<file path="config.mk">
export PLATFORM = sky130hd
export DESIGN_NAME = mac_fir
export DESIGN_NICKNAME = d
export VERILOG_FILES = /design/src/rtl/mac_fir_pkg.sv /design/src/rtl/mac_fir_coef_rom.sv /design/src/rtl/mac_fir_hist.sv /design/src/rtl/mac_fir_seq.sv /design/src/rtl/mac_fir_mac.sv /design/src/rtl/mac_fir.sv
export SDC_FILE = /design/constraint.sdc
export NUM_CORES = 1
export LEC_CHECK = 0
export BUFFER_PORTS_ARGS = -buffer_cell sky130_fd_sc_hd__buf_2
export CORE_UTILIZATION = 40
export DETAILED_ROUTE_END_ITERATION = 6
export GPL_TIMING_DRIVEN = 0
export REMOVE_ABC_BUFFERS = 1
export SLEW_MARGIN = 20
export SYNTH_ARGS = -nofsm -noshare
export SYNTH_HDL_FRONTEND = slang
export SYNTH_SLANG_ARGS = --single-unit
</file>
<file path="constraint.sdc">
create_clock -name clk -period 25.8 [get_ports clk]
set_input_delay 1.29 -clock clk [delete_from_list [all_inputs] [get_ports clk]]
set_output_delay 1.29 -clock clk [all_outputs]
set_load 0.01 [all_outputs]
</file>
<file path="src/rtl/mac_fir_pkg.sv">
package mac_fir_pkg;

  typedef enum logic [1:0] {
    ST_IDLE  = 2'd0,
    ST_RUN   = 2'd1,
    ST_DRAIN = 2'd2
  } fir_state_t;

  // Accumulator width that cannot overflow for n products.
  function automatic int acc_bits(input int dw, input int cw, input int n);
    return dw + cw + ((n > 1) ? $clog2(n) : 0);
  endfunction

  // Address width for an n-deep store.
  function automatic int addr_bits(input int n);
    return (n > 1) ? $clog2(n) : 1;
  endfunction

  // Circular position k steps behind head in a ring of n entries.
  function automatic int ring_back(input int head, input int k, input int n);
    return (head >= k) ? (head - k) : (head + n - k);
  endfunction

  // Circular successor of p in a ring of n entries.
  function automatic int ring_next(input int p, input int n);
    return (p == n - 1) ? 0 : p + 1;
  endfunction

endpackage

</file>
<file path="src/rtl/mac_fir_coef_rom.sv">
module mac_fir_coef_rom #(
  parameter int COEF_W = 18,
  parameter int TAPS   = 8,
  parameter int IW     = 3
) (
  input  logic                     clk,
  input  logic                     rd_en,
  input  logic [IW-1:0]            rd_idx,
  output logic signed [COEF_W-1:0] coef_q
);

  // c_k = ((k*7919 + 1234) mod 2^W) - 2^(W-1): the truncated sum
  // with its top bit flipped, read as signed.
  function automatic logic signed [COEF_W-1:0] coef_at(input logic [IW-1:0] k);
    logic [COEF_W-1:0] v;
    v = COEF_W'(k) * COEF_W'(7919) + COEF_W'(1234);
    return {~v[COEF_W-1], v[COEF_W-2:0]};
  endfunction

  logic signed [COEF_W-1:0] coef_d;

  always_comb coef_d = coef_at(rd_idx);

  // Registered read: the value appears one edge after the address.
  always_ff @(posedge clk) begin
    if (rd_en) coef_q <= coef_d;
  end

endmodule

</file>
<file path="src/rtl/mac_fir_hist.sv">
module mac_fir_hist
  import mac_fir_pkg::*;
#(
  parameter int DATA_W = 16,
  parameter int TAPS   = 8,
  parameter int AW     = 3,
  parameter int IW     = 3
) (
  input  logic                     clk,
  input  logic                     rst_n,
  input  logic                     wr_en,
  input  logic signed [DATA_W-1:0] wr_data,
  input  logic                     rd_en,
  input  logic [IW-1:0]            rd_back,
  output logic signed [DATA_W-1:0] rd_q,
  output logic [AW-1:0]            head
);

  logic signed [DATA_W-1:0] ring [TAPS];
  logic [AW-1:0] head_nxt;
  logic [AW-1:0] rd_addr;

  always_comb begin
    head_nxt = AW'(ring_next(int'(head), TAPS));
    rd_addr  = AW'(ring_back(int'(head), int'(rd_back), TAPS));
  end

  always_ff @(posedge clk) begin
    if (!rst_n) begin
      head <= '0;
    end else if (wr_en) begin
      head <= head_nxt;
    end
  end

  for (genvar e = 0; e < TAPS; e++) begin : g_slot
    always_ff @(posedge clk) begin
      if (!rst_n) begin
        ring[e] <= '0;
      end else if (wr_en && head_nxt == AW'(e)) begin
        ring[e] <= wr_data;
      end
    end
  end

  always_ff @(posedge clk) begin
    if (!rst_n) begin
      rd_q <= '0;
    end else if (rd_en) begin
      rd_q <= ring[rd_addr];
    end
  end

endmodule

</file>
<file path="src/rtl/mac_fir_seq.sv">
module mac_fir_seq
  import mac_fir_pkg::*;
#(
  parameter int TAPS = 8,
  parameter int IW   = 3
) (
  input  logic          clk,
  input  logic          rst_n,
  input  logic          in_valid,
  input  logic          acc_done,
  output logic          ready,
  output logic          accept,
  output logic          issue,
  output logic          issue_first,
  output logic          issue_last,
  output logic [IW-1:0] idx
);

  fir_state_t state;

  always_comb begin
    ready       = (state == ST_IDLE);
    accept      = ready && in_valid;
    issue       = (state == ST_RUN);
    issue_first = issue && (idx == '0);
    issue_last  = issue && (idx == IW'(TAPS - 1));
  end

  always_ff @(posedge clk) begin
    if (!rst_n) begin
      state <= ST_IDLE;
      idx   <= '0;
    end else begin
      unique case (state)
        ST_IDLE: begin
          idx <= '0;
          if (accept) state <= ST_RUN;
        end
        ST_RUN: begin
          if (issue_last) begin
            state <= ST_DRAIN;
            idx   <= '0;
          end else begin
            idx <= idx + 1'b1;
          end
        end
        ST_DRAIN: begin
          if (acc_done) state <= ST_IDLE;
        end
        default: state <= ST_IDLE;
      endcase
    end
  end

endmodule

</file>
<file path="src/rtl/mac_fir_mac.sv">
module mac_fir_mac #(
  parameter int DATA_W = 16,
  parameter int COEF_W = 18,
  parameter int ACC_W  = 37
) (
  input  logic                     clk,
  input  logic                     rst_n,
  input  logic                     prod_vld,
  input  logic                     prod_first,
  input  logic                     prod_last,
  input  logic signed [DATA_W-1:0] sample,
  input  logic signed [COEF_W-1:0] coef,
  output logic signed [ACC_W-1:0]  prod_ext,
  output logic signed [ACC_W-1:0]  acc,
  output logic                     acc_done,
  output logic signed [ACC_W-1:0]  res,
  output logic                     res_vld
);

  localparam int PW = DATA_W + COEF_W;

  logic signed [PW-1:0] prod;

  always_comb begin
    prod     = sample * coef;
    prod_ext = ACC_W'(prod);
  end

  always_ff @(posedge clk) begin
    if (!rst_n) begin
      acc      <= '0;
      acc_done <= 1'b0;
      res      <= '0;
      res_vld  <= 1'b0;
    end else begin
      if (prod_vld) acc <= prod_first ? prod_ext : acc + prod_ext;
      acc_done <= prod_vld && prod_last;
      res_vld  <= acc_done;
      if (acc_done) res <= acc;
    end
  end

endmodule

</file>
<file path="src/rtl/mac_fir.sv">
module mac_fir
  import mac_fir_pkg::*;
#(
  parameter int DATA_W = 16,
  parameter int COEF_W = 18,
  parameter int TAPS   = 8,
  localparam int ACC_W = acc_bits(DATA_W, COEF_W, TAPS)
) (
  input  logic                     clk,
  input  logic                     rst_n,
  input  logic                     smp_valid,
  input  logic signed [DATA_W-1:0] smp_data,
  output logic                     smp_ready,
  output logic                     res_valid,
  output logic signed [ACC_W-1:0]  res_data
);

  localparam int AW = addr_bits(TAPS);
  localparam int IW = addr_bits(TAPS);

  // Named internal events for the checker.
  logic          evt_accept;
  logic          evt_issue;
  logic          evt_issue_first;
  logic          evt_issue_last;
  logic          evt_mac;
  logic          evt_mac_first;
  logic          evt_mac_last;
  logic          acc_done;
  logic [IW-1:0] tap_idx;
  logic [AW-1:0] head;

  logic signed [DATA_W-1:0] hist_q;
  logic signed [COEF_W-1:0] coef_q;
  logic signed [ACC_W-1:0]  prod_ext;
  logic signed [ACC_W-1:0]  acc;

  mac_fir_seq #(.TAPS(TAPS), .IW(IW)) u_seq (
    .clk         (clk),
    .rst_n       (rst_n),
    .in_valid    (smp_valid),
    .acc_done    (acc_done),
    .ready       (smp_ready),
    .accept      (evt_accept),
    .issue       (evt_issue),
    .issue_first (evt_issue_first),
    .issue_last  (evt_issue_last),
    .idx         (tap_idx)
  );

  mac_fir_hist #(.DATA_W(DATA_W), .TAPS(TAPS), .AW(AW), .IW(IW)) u_hist (
    .clk     (clk),
    .rst_n   (rst_n),
    .wr_en   (evt_accept),
    .wr_data (smp_data),
    .rd_en   (evt_issue),
    .rd_back (tap_idx),
    .rd_q    (hist_q),
    .head    (head)
  );

  mac_fir_coef_rom #(.COEF_W(COEF_W), .TAPS(TAPS), .IW(IW)) u_rom (
    .clk    (clk),
    .rd_en  (evt_issue),
    .rd_idx (tap_idx),
    .coef_q (coef_q)
  );

  // Align control with the one-cycle read latency.
  always_ff @(posedge clk) begin
    if (!rst_n) begin
      evt_mac       <= 1'b0;
      evt_mac_first <= 1'b0;
      evt_mac_last  <= 1'b0;
    end else begin
      evt_mac       <= evt_issue;
      evt_mac_first <= evt_issue_first;
      evt_mac_last  <= evt_issue_last;
    end
  end

  mac_fir_mac #(.DATA_W(DATA_W), .COEF_W(COEF_W), .ACC_W(ACC_W)) u_mac (
    .clk        (clk),
    .rst_n      (rst_n),
    .prod_vld   (evt_mac),
    .prod_first (evt_mac_first),
    .prod_last  (evt_mac_last),
    .sample     (hist_q),
    .coef       (coef_q),
    .prod_ext   (prod_ext),
    .acc        (acc),
    .acc_done   (acc_done),
    .res        (res_data),
    .res_vld    (res_valid)
  );

endmodule

</file>
==> results.tsv, run 1 <==
metric	value	unit
synth-adder-area-share	33.4	%
clock_latency	0.58	ns
grt_pass1_vias	17000	
post_drt_via_cell_ratio	5.20	
final_hold_viol_count	0	
synth_top_area_share	25.3	%
setup_viol	0	
numCtsBuffers	29	
rows	88	
root_buffer	clkbuf_16	
hp-class	reg -> reg	
ys_warn_count	0	
fmax	101	MHz
clock_skew	0.0196	ns
wire_per_inst	17.5	um
critPathLaunchType	register	
rrSetupSlack	15.88	ns
path_class	reg -> reg	
num-nets-final	2779	
synth-compound-area-share	8.47	%
worstPathRequired	26.24	ns
setup_ws	15.88	ns
antenna_found_initial	2	
cp.arrival	10.37	ns
pre_cts_ws	16.02	ns
drtPass1Iterations	5	
grt-ovfl-total	0	
synth_top_family_by_area	adder cells	
synth_xor_area_share	3.09	%
cts_max_level	1	
path_common_cell	fa_1	
seq_area_frac_synth	27.4	%
rsz0062_at_grt	false	
synthArstFlopShare	0	%
initial_core_util	40.6	%
crit_path_max_fanout	21	
fin_util	44.2	%
slew_headroom	24.1	%
synth-edff-count	145	
postCtsResizedCells	0	
io_pins	58	
slowest_delay	1.07	ns
drive_gt1_share	8.02	%
layout_min_cycle_time	9.92	ns
cp-end-kind	register	
grt_pass1_wl	89.8	mm
syn-cell-area	23400	um2
remaining_drc_errors	0	
vias	16100	
slowest_stage	dfxtp_1	
area_growth	9.04	%
synth_cell_types	64	
final_antenna_net_count	0	
core-area	57800	um2
layout_common_cells	inv_1 (351), fa_1 (295), and2_1 (262)	
post_cts_buffers	0	
drtIter0Drc	915	
fp.dieW	244	um
grt_max_degree	69	
final_common_cell	inv_1	
post-route-cell-area	25600	um2
drv_slew	0	
place.gp.congestion	0.832	
yosysTopAreaCell	fa_1	
ctsLongestPathBuffers	3	
synthTopCellsByArea	fa_1 (25%), edfxtp_1 (19%), dfxtp_1 (8.8%)	
port_buffers	57	
clkSinkCount	248	
finalCritPeriodShare	38.5	%
status	complete, no violations	
post-dp-hpwl	39.6	mm
synth-simple-area-share	14.7	%
holdBufCountCts	0	
cts_tree	built	
drv_cap	0	
worst_slew_pin_slew	1.14	ns
muxShareOfSynthArea	5.82	%
synth.avg_cell_area	10.2	um2
dieHeight	244	um
ys.flop_type	edfxtp_1	
path_clk_slew	0.06	ns
synth.ff_latch_count	248	
tns	0	ns
synthCells	2309	
track_usage	18.9	%
placed_area	24600	um2
wl	54.3	mm
dieArea	59600	um2
## cell families after synthesis
| logic type | after synthesis |
|---|---|
| fa+ha+maj | 448 |
| buf+inv | 448 |
| flops | 248 |
| simple gates | 688 |
| compound gates | 299 |
| mux | 96 |
| xor+xnor | 82 |
## critical path, delay by kind of cell, from the launching register on
family | cells | cell delay [ns]
simple gates | 6 | 1.38
buf+inv | 3 | 0.16
flops | 1 | 1.07
xor+xnor | 1 | 0.19
fa+ha+maj | 8 | 3.78
compound gates | 12 | 3.19
## layout make-up
cell class,instances,area (um2)
diodes,1,2.50
clock buffers,40,797
clock inverters,12,128
fillers,5471,32200
inverters,352,1320
multi-input cells,1613,15500
flip-flops and latches,248,6420
well taps,765,957
repair buffers,68,482
## per-stage QoR
stage | cells | hold WS, ns
floorplan | 2213 | 0.444
global placement | 3035 | 0.456
detailed placement | 3046 | 0.463
CTS | 3098 | 0.475
global route | 3098 | 0.513
finish | 3099 | 0.472
## layer usage
| metal | part of all wire (%) | global-route usage, % | up-vias |
|---|---|---|---|
| met5 | 0.048 | 0 | - |
| met4 | 2.3 | 5.04 | 4 |
| met3 | 4.1 | 2.30 | 79 |
| met2 | 49 | 32.1 | 301 |
| met1 | 45 | 25.3 | 8223 |
| li1 | - | - | 7515 |
## sequential cells by signal, summed over array words and instances, names as in the netlist
name            cells
u_hist.ring       128
u_mac.acc          37
u_mac.res          37
u_rom.coef_q       17
u_hist.rd_q        16
u_hist.head         3
u_seq.idx           3
u_seq.state         2
evt_mac             1
evt_mac_first       1
evt_mac_last        1
u_mac.acc_done      1
u_mac.res_vld       1
## Yosys cell counts, types with 14 or more instances
cell and instances:
a211oi_1 35, a21o_1 28, a21oi_1 77, and2_1 262, clkbuf_1 83, dfxtp_1 103, edfxtp_1 145, fa_1 296
ha_1 152, inv_1 352, mux2i_1 62, mux4_2 32, nand2_1 185, nand2b_1 15, nand3_1 14, nor2_1 151
nor3_1 16, o21ai_0 58, o21bai_1 19, xnor2_1 59, xor2_1 22
## final timing paths
kind	start	endpoint	cells past startpoint
worst max-delay path	u_hist.rd_q[1]	u_mac.acc[36]	30
worst min-delay path	evt_mac_last	u_mac.acc_done	1
worst max register to register	u_hist.rd_q[1]	u_mac.acc[36]	30
worst min register to register	evt_mac_last	u_mac.acc_done	1
Power of run 1 is not shown: default switching activity piles up to over one toggle a cycle in this logic, so the estimate is an artifact.
==> run 2, diff against run 1 <==
clock period = 8.7 ns   (was 25.8 ns; I/O delays follow)
==> run 2 against run 1 <==
Against the previous run: global-route usage is 0.13 points higher; clock skew about the same; sequential share of layout area is 0.29 points lower; first-iteration DRC count fell by 8.3%; highest routed layer unchanged; hold slack got worse by 0.29 ns; clock-buffer cell count unchanged; non-clock buffer count up 47; largest cell class unchanged; register-to-register slack worse by 16 ns; routed wire length up 1.4%; die area unchanged; final cell count up 1.5%.
==> results.tsv, run 2 (synthesis results as in run 1) <==
metric	value	unit
crit_path_max_fanout	20	
dieHeight	244	um
numCtsBuffers	29	
worstPathRequired	9.15	ns
grt_max_degree	69	
clkSinkCount	248	
drtPass1Iterations	5	
initial_core_util	40.6	%
final_antenna_net_count	0	
track_usage	19.0	%
port_buffers	57	
cts_max_level	1	
num-nets-final	2826	
rows	88	
drive_gt1_share	10.8	%
drtIter0Drc	839	
rr_worst_depth	30	
grt_pass1_wl	90.4	mm
whs	0.180	ns
slowest_delay	0.56	ns
final_hold_viol_count	0	
cp-end-kind	register	
grt-ovfl-total	0	
regMostFlops	u_hist.ring	
worst_slew_pin_slew	1.11	ns
ctsLongestPathBuffers	3	
critPathLaunchType	register	
largest_reg_flops	128	
path_common_cell	fa_1	
layout_common_cells	inv_1 (350), fa_1 (295), and2_1 (262)	
status	complete, no violations	
slew_headroom	26.3	%
drv_cap	0	
fmax	118	MHz
finalCritPeriodShare	97.8	%
drv_slew	0	
fill_cells	5430	
reg.largest.list	u_hist.ring (128), u_mac.acc (37), u_mac.res (37)	
holdPathStages	3	
clock_skew	0.0192	ns
dieArea	59600	um2
wl	55.1	mm
setup_viol	0	
core-area	57800	um2
area_growth	11.0	%
post-dp-hpwl	39.6	mm
final_common_cell	inv_1	
post_drt_via_cell_ratio	5.19	
layout_min_cycle_time	8.51	ns
hp-class	in -> reg	
root_buffer	clkbuf_16	
io_pins	58	
fp.dieW	244	um
cts_tree	built	
rsz0062_at_grt	true	
place.gp.congestion	0.832	
grt_pass1_vias	17100	
cp.arrival	8.96	ns
path_clk_slew	0.06	ns
setup_ws	0.190	ns
diodes	0	
pre_cts_ws	-1.08	ns
antenna_found_initial	2	
dp.cells	3046	
final_cells	3145	
remaining_drc_errors	0	
slowest_stage	dfxtp_4	
vias	16300	
path_class	reg -> reg	
wire_per_inst	17.5	um
clock_latency	0.59	ns
run 2: metrics by stage:
stage / TNS, ns / instance area (um2) / utilization, %
6_report: 0 / 26000 / 45.0
5_1_grt: -0.174 / 26000 / 45.0
4_1_cts: 0 / 25800 / 44.7
3_5_place_dp: -4.30 / 24600 / 42.6
3_3_place_gp: -4.03 / 24300 / 42.1
2_1_floorplan: 0 / 23100 / -
run 2: path summary, 6_finish.rpt:
path / from / to / slack (ns)
worst max-delay path: u_hist.rd_q[2] / u_mac.acc[36] / 0.19
worst min-delay path: smp_valid / u_hist.head[1] / 0.18
worst max register to register: u_hist.rd_q[2] / u_mac.acc[36] / 0.19
worst min register to register: evt_mac_last / u_mac.acc_done / 0.47
run 2: worst max-delay path: cells and delay by family (launching register included):
family	cells	cell delay [ns]
flip-flops	1	0.56
AO/OA/AOI/OAI	13	2.64
XOR/XNOR	1	0.19
adder cells (fa/ha/maj)	8	3.71
buffers and inverters	3	0.16
AND/OR/NAND/NOR	5	1.11
run 2: layer usage:
layer | part of all wire (%) | global-route usage [%] | vias to the layer above
met3 | 3.9 | 2.09 | 76
met1 | 44 | 25.6 | 8321
li1 | - | - | 7611
met4 | 2.4 | 4.94 | 4
met5 | 0.047 | 0 | -
met2 | 49 | 32.5 | 303
run 2: area by class of cell:
| cell class | count | area (um2) | area share, % |
|---|---|---|---|
| clock buffer | 40 | 797 | 3.06 |
| inverter | 352 | 1330 | 5.10 |
| multi-input combinational | 1613 | 15500 | 59.6 |
| timing repair buffer | 115 | 838 | 3.22 |
| tap | 765 | 957 | 3.68 |
| clock inverter | 12 | 128 | 0.490 |
| sequential | 248 | 6460 | 24.8 |
run 2: repair_timing:
item / CTS / global route
setup buffers: 28 / 19
endpoints found under the setup margin: 8 / 8
hold buffers: 0 / 0
hold endpoints to repair: 0 / 0
resized for setup: 22 / 16
pin swaps: 2 / 6
Power of run 2 is left out for the same reason.
==> run 3, diff against run 2 <==
MAX_ROUTING_LAYER = met4   (was not set)
==> run 3 against run 2 <==
Against the previous run: maximum frequency rose by 0.20%; first-iteration DRC count grew 8.1%; global-route usage grew 0.57 points; non-clock buffer count stayed put; hold slack better by 0.0019 ns; critical path type unchanged; largest cell class unchanged.
==> results.tsv, run 3 (synthesis results as in run 1) <==
metric	value	unit
largest_reg_flops	128	
dieArea	59600	um2
dp.cells	3046	
port_buffers	57	
final_cells	3147	
slowest_stage	fa_1	
track_usage	19.6	%
wl	55.0	mm
drv_cap	0	
antenna_found_initial	2	
critPathLaunchType	register	
layout_common_cells	inv_1 (350), fa_1 (295), and2_1 (262)	
holdPathStages	3	
setup_ws	0.207	ns
rsz0062_at_grt	true	
cts_max_level	1	
ctsLongestPathBuffers	3	
layout_min_cycle_time	8.49	ns
crit_buf_inv	5	
status	complete, no violations	
post-dp-hpwl	39.6	mm
cp.depth	31	
cp-end-kind	register	
fmax	118	MHz
final_hold_viol_count	0	
worst_slew_pin_slew	1.11	ns
finalCritPeriodShare	97.6	%
reg.largest.list	u_hist.ring (128), u_mac.acc (37), u_mac.res (37)	
remaining_drc_errors	0	
initial_core_util	40.6	%
drtPass1Iterations	5	
cts_tree	built	
fin_util	45.0	%
path_clk_slew	0.06	ns
grt_pass1_vias	17100	
num-nets-final	2826	
clkSinkCount	248	
crit_path_max_fanout	8	
vias	16300	
min_from	smp_valid	
slew_headroom	25.7	%
post_drt_via_cell_ratio	5.18	
dieHeight	244	um
rr_worst_depth	31	
drive_gt1_share	10.8	%
holdBufCountCts	0	
hp-class	in -> reg	
io_pins	58	
drv_slew	0	
critPathTopFamily	adder cells	
grt_max_degree	69	
root_buffer	clkbuf_16	
drtIter0Drc	907	
path_common_cell	fa_1	
numCtsBuffers	29	
clock_latency	0.58	ns
regMostFlops	u_hist.ring	
grt_pass1_wl	90.4	mm
tns	0	ns
fp.dieW	244	um
cp.arrival	8.99	ns
area_growth	11.0	%
pre_cts_ws	-1.08	ns
worstPathRequired	9.20	ns
crit_start	u_rom.coef_q[15]	
slowest_delay	0.54	ns
path_class	reg -> reg	
grt-ovfl-total	0	
place.gp.congestion	0.845	
core-area	57800	um2
wire_per_inst	17.5	um
final_antenna_net_count	0	
r2r_start	u_rom.coef_q[15]	
final_common_cell	inv_1	
clock_skew	0.0186	ns
rows	88	
setup_viol	0	
run 3: cell types whose count changed in the layout (fill, tap and decap cells not counted), sizes merged:
cell,delta
diode,+2
run 3: worst reg2reg max path, delay by kind of cell (launching register included):
family	cells	cell delay, ns
and+or+nand+nor	5	1.11
xor gates and xnor gates	1	0.18
DFF	1	0.52
adders and majority gates	8	3.60
AOI/OAI and AO/OA	12	2.32
buffers and inverters	5	0.65
run 3: routing by layer:
metal | global-route usage, % | routed length [um]
met2 | 32.5 | 27000
met1 | 25.6 | 24500
met4 | 4.94 | 1330
met5 | - | 0
met3 | 2.09 | 2150
run 3: final cells by class:
cell class	count	area, um2
fillers	5428	31800
multi-input cells	1613	15500
flip-flops and latches	248	6460
inverters	352	1330
well taps	765	957
repair buffers	115	838
clock buffers	40	797
clock inverters	12	128
diodes	2	5.00
run 3: path summary, 6_finish.rpt:
check	to	slack (ns)
worst max register to register	u_mac.acc[36]	0.21
worst min-delay path	u_hist.head[1]	0.18
worst min register to register	u_mac.acc_done	0.48
worst max-delay path	u_mac.acc[36]	0.21
run 3: metrics by stage:
stage               hold slack, ns  instance area (um2)
floorplan                    0.444                23100
global placement             0.456                24300
detailed placement           0.463                24600
CTS                          0.166                25800
global route                 0.198                26000
finish                       0.181                26000
run 3: what timing repair did:
action / CTS / global route
setup endpoints to repair: 8 / 8
pin swaps: 2 / 6
resized for setup: 22 / 16
buffers inserted: 28 / 19
Power of run 3 is left out for the same reason.
